File: src/rtl/seg_pkg.sv
package seg_pkg;
  localparam int unsigned SEG_EA_W  = 32;
  localparam int unsigned SEG_IDX_W = 4;
  localparam int unsigned SEG_SID_W = 24;
endpackage

File: src/rtl/seg_bank.sv
module seg_bank #(
  parameter int unsigned IDX_W = 4,
  parameter int unsigned SID_W = 24,
  localparam int unsigned NSEG = 1 << IDX_W
) (
  input  logic                        clk,
  input  logic                        rst_n,
  input  logic                        wr_en,
  input  logic [IDX_W-1:0]            wr_idx,
  input  logic [SID_W-1:0]            wr_sid,
  output logic [NSEG-1:0][SID_W-1:0]  sid_all
);
  for (genvar g = 0; g < NSEG; g++) begin : g_seg
    logic             load;
    logic [SID_W-1:0] sid_d;
    logic [SID_W-1:0] sid_q;

    always_comb begin
      load  = wr_en && (wr_idx == IDX_W'(g));
      sid_d = wr_sid;
    end

    always_ff @(posedge clk or negedge rst_n) begin
      if (!rst_n)    sid_q <= '0;
      else if (load) sid_q <= sid_d;
    end

    assign sid_all[g] = sid_q;
  end
endmodule

File: src/rtl/seg_pick.sv
module seg_pick #(
  parameter int unsigned IDX_W = 4,
  parameter int unsigned SID_W = 24,
  localparam int unsigned NSEG = 1 << IDX_W
) (
  input  logic [NSEG-1:0][SID_W-1:0] sid_all,
  input  logic [IDX_W-1:0]           sel,
  output logic [SID_W-1:0]           sid
);
  always_comb sid = sid_all[sel];
endmodule

File: src/rtl/seg_out_stage.sv
module seg_out_stage #(
  parameter int unsigned SID_W = 24,
  parameter int unsigned OFS_W = 28,
  localparam int unsigned VA_W = SID_W + OFS_W
) (
  input  logic             clk,
  input  logic             rst_n,
  input  logic             in_valid,
  input  logic [SID_W-1:0] sid,
  input  logic [OFS_W-1:0] ofs,
  output logic             out_valid,
  output logic [VA_W-1:0]  out_va
);
  logic            vld_d;
  logic            va_en;
  logic [VA_W-1:0] va_d;

  always_comb begin
    vld_d = in_valid;
    va_en = in_valid;
    va_d  = {sid, ofs};
  end

  always_ff @(posedge clk or negedge rst_n) begin
    if (!rst_n) out_valid <= 1'b0;
    else        out_valid <= vld_d;
  end

  always_ff @(posedge clk or negedge rst_n) begin
    if (!rst_n)     out_va <= '0;
    else if (va_en) out_va <= va_d;
  end
endmodule

File: src/rtl/seg_ext_xlate.sv
module seg_ext_xlate #(
  parameter int unsigned EA_W  = seg_pkg::SEG_EA_W,
  parameter int unsigned IDX_W = seg_pkg::SEG_IDX_W,
  parameter int unsigned SID_W = seg_pkg::SEG_SID_W,
  localparam int unsigned NSEG  = 1 << IDX_W,
  localparam int unsigned OFS_W = EA_W - IDX_W,
  localparam int unsigned VA_W  = SID_W + OFS_W
) (
  input  logic             clk,
  input  logic             rst_n,
  input  logic             in_valid,
  input  logic [EA_W-1:0]  in_ea,
  input  logic             wr_en,
  input  logic [IDX_W-1:0] wr_idx,
  input  logic [SID_W-1:0] wr_sid,
  input  logic [IDX_W-1:0] rd_idx,
  output logic [SID_W-1:0] rd_sid,
  output logic             out_valid,
  output logic [VA_W-1:0]  out_va
);
  logic [NSEG-1:0][SID_W-1:0] sid_all;
  logic [SID_W-1:0]           xl_sid;

  seg_bank #(.IDX_W(IDX_W), .SID_W(SID_W)) u_bank (
    .clk(clk), .rst_n(rst_n), .wr_en(wr_en), .wr_idx(wr_idx),
    .wr_sid(wr_sid), .sid_all(sid_all)
  );

  seg_pick #(.IDX_W(IDX_W), .SID_W(SID_W)) u_pick_xl (
    .sid_all(sid_all), .sel(in_ea[EA_W-1:OFS_W]), .sid(xl_sid)
  );

  seg_pick #(.IDX_W(IDX_W), .SID_W(SID_W)) u_pick_rd (
    .sid_all(sid_all), .sel(rd_idx), .sid(rd_sid)
  );

  seg_out_stage #(.SID_W(SID_W), .OFS_W(OFS_W)) u_out (
    .clk(clk), .rst_n(rst_n), .in_valid(in_valid), .sid(xl_sid),
    .ofs(in_ea[OFS_W-1:0]), .out_valid(out_valid), .out_va(out_va)
  );
endmodule

File: config.mk
export PLATFORM = sky130hd
export DESIGN_NAME = seg_ext_xlate
export DESIGN_NICKNAME = d
export VERILOG_FILES = /design/src/rtl/seg_pkg.sv /design/src/rtl/seg_bank.sv /design/src/rtl/seg_pick.sv /design/src/rtl/seg_out_stage.sv /design/src/rtl/seg_ext_xlate.sv
export SDC_FILE = /design/constraint.sdc
export NUM_CORES = 1
export LEC_CHECK = 0
export BUFFER_PORTS_ARGS = -buffer_cell sky130_fd_sc_hd__buf_2
export CELL_PAD_IN_SITES_DETAIL_PLACEMENT = 1
export CELL_PAD_IN_SITES_GLOBAL_PLACEMENT = 1
export CORE_UTILIZATION = 35
export CTS_CLUSTER_SIZE = 14
export DETAILED_ROUTE_END_ITERATION = 7
export PLACE_DENSITY_LB_ADDON = 0.1
export SYNTH_ARGS = -nofsm -noshare
export SYNTH_HDL_FRONTEND = slang
export SYNTH_SLANG_ARGS = --single-unit
File: constraint.sdc
create_clock -name clk -period 5.44 [get_ports clk]
set_clock_uncertainty 0.1 [all_clocks]
set_input_delay 1.088 -clock clk [delete_from_list [all_inputs] [get_ports clk]]
set_output_delay 1.088 -clock clk [all_outputs]
set_load 0.1 [all_outputs]
==> out/results.ini <==
[timing]
slew_headroom_pct = 23.7
tightest_slew_ns = 1.14
fmax_mhz = 226
finalCriticalPeriod_ns = 4.43
finalMaxSlewViolations = 0
rsz0062_at_grt = no
final_hold_viol_count = 0
setup_tns_ns = 0
fin_crit_sh_pct = 81.4
setup_viol = 0

[layout]
drive_above_1_share_pct = 60.1
fillers = 6099
final_nets = 1491
n_antenna_cell = 0
fin_area_um2 = 25400
synthToLayoutAreaGrowth_pct = 15.9
multiInputGateArea_um2 = 10400
regArea_um2 = 10900

[outcome]
outcome = finished clean

[power]
power.density_nw_per_um2 = 441
ir_drop_v = 0.000297
leakage_nw = 10.5
fin_total_pwr_w = 0.0112

[logic_synthesis]
syn-cell-area_um2 = 21900
synthDistinctLibCells = 23
syn_inst = 1320
ys_seq_area_share_pct = 50.0
yosysWarnings = 0
avgSynthCellArea_um2 = 16.6
syn_nets = 1388
synth-seq-cells = 437

[floorplan]
num_rows = 91
fp.dieH_um = 252
die-area_um2 = 63500
fp.dieW_um = 252
start_util_pct = 35.5
core_area_um2 = 61700
num_io_pins = 145

[cts]
post_cts_buffers = 0
root_buffer = clkbuf_16
cts_hold_buffers = 0
cts.clk_slew.worst_paths_ns = 0.06
htreeDepth = 2
cts_sinks = 437
cts-resized-gates = 0
clk_latency_ns = 0.59
cts_buffer_depth = 3
cts_tree = built
cts_buffers = 53

[worst_setup_path]
worst-setup-path-type = primary input to output pin
cp-start-kind = primary input
ff2ff_path_depth = 3
path_max_fanout = 31
crit_required_ns = 4.25
cp.arrival_ns = 3.24
cp-end-kind = output pin

[route]
viasPerCell = 5.66
routedWlPerCell_um = 29.1
routed_wl_um = 67100
ant_nets = 0
num_vias = 13000
drc_errors = 0
drtPass1Iterations = 4
drt_iter0_drc = 793

[place]
gp_congestion = 0.757
port_buffers = 144
placed_area_um2 = 23500
dp_hpwl_um = 40800

[global_routing]
antenna_found_initial = 1
grtUsageTotal_pct = 21.9
overflow = 0
grt_pass1_vias = 14400
grt_max_degree = 108
grt_pass1_wl_um = 102000

[flow_run]
cap_violations = 0

[hold_path]
hold_path.class = flop to flop
whs_path_depth = 1

critical path, cell delays in order:
cell and delay [ns]:
buf_6 0.37, buf_12 0.32, mux4_2 0.53, mux4_2 0.54, buf_2 0.32
sequential cells by signal, summed over array words and instances, names as in the netlist:
name	flops
u_bank.g_seg.sid_q	384
u_out.out_va	52
u_out.out_valid	1
final cells by class:
| class | count | area share (%) |
|---|---|---|
| Clock buffer | 79 | 6.45 |
| Clock inverter | 20 | 0.715 |
| Multi-Input combinational cell | 751 | 41.1 |
| Tap cell | 837 | 4.13 |
| Sequential cell | 437 | 43.1 |
| Timing Repair Buffer | 180 | 4.48 |
stage by stage:
stage | hold slack (ns) | std cells | worst slack [ns] | util (%)
3_5_place_dp | 0.392 | 2205 | 0.955 | 38.2
4_1_cts | 0.406 | 2304 | 0.953 | 41.1
3_3_place_gp | 0.385 | 2205 | 0.972 | 38.2
2_1_floorplan | 0.377 | 1320 | 1.35 | -
5_1_grt | 0.415 | 2304 | 0.892 | 41.1
6_report | 0.407 | 2304 | 1.01 | 41.1
synth_stat cells:
cell type  count  area (um^2)
nand2b_1       7         43.8
nand3_1        1         5.00
mux2_2       374         4210
mux4_2       216         4860
nor3b_1        1         7.51
or3_1          1         6.26
clkbuf_2       1         5.00
o22ai_1       24          150
buf_4          1         7.51
mux2i_1       24          240
mux2_1        38          428
and2_1         1         6.26
clkbuf_1      59          221
nand3b_1       2         15.0
dfrtp_1      437        10900
or2_2          1         6.26
nor2b_1        1         6.26
nand2_1        2         7.51
nor2_1        34          128
buf_2         58          290
buf_1          7         26.3
a221oi_1      24          210
buf_6          6         67.6
layer usage:
layer | share of wire [%] | up-vias | GRT usage [%]
met5 | 0.019 | - | 0
met4 | 2.5 | 2 | 6.42
met3 | 3.2 | 95 | 3.06
met2 | 48 | 229 | 35.0
met1 | 46 | 7320 | 31.2
li1 | - | 5390 | -
cell families (layout without fill, tap and decap cells):
logic type	after synthesis	count (layout)	share of synthesized area [%]
and+or+nand+nor	51	51	1.06
buffers and inverters	132	279	2.82
DFF	437	437	50.0
AOI/OAI and AO/OA	48	48	1.65
muxes	652	652	44.5
path summary, 6_finish.rpt:
check	startpoint	slack (ns)	to
setup reg to reg	u_bank.g_seg[15].sid_q[15]	3.87	u_out.out_va[43]
setup / recovery	rd_idx[0]	1.01	rd_sid[19]
max in group asynchronous	rst_n	3.65	u_bank.g_seg[8].sid_q[11]
hold / removal	u_out.out_va[21]	0.41	u_out.out_va[21]
hold reg to reg	u_out.out_va[21]	0.41	u_out.out_va[21]
min in group asynchronous	rst_n	0.46	u_out.out_va[24]
power breakdown:
part	total, W	internal (W)	switching, W
logic	0.00293	0.00134	0.00159
clock network	0.00367	0.00221	0.00146
registers	0.00458	0.00398	0.000596
total	0.0112	0.00753	0.00365
layout by cell type, fill, tap and decap left out, drive strengths merged:
cell / n
a221oi: 24
and2: 1
buf: 180
bufinv: 3
clkbuf: 79
clkinv: 15
clkinvlp: 1
dfrtp: 437
inv: 1
mux2: 412
mux2i: 24
mux4: 216
nand2: 2
nand2b: 7
nand3: 1
nand3b: 2
nor2: 34
nor2b: 1
nor3b: 1
o22ai: 24
or2: 1
or3: 1
No activity file was read; power rests on OpenSTA's default activity.
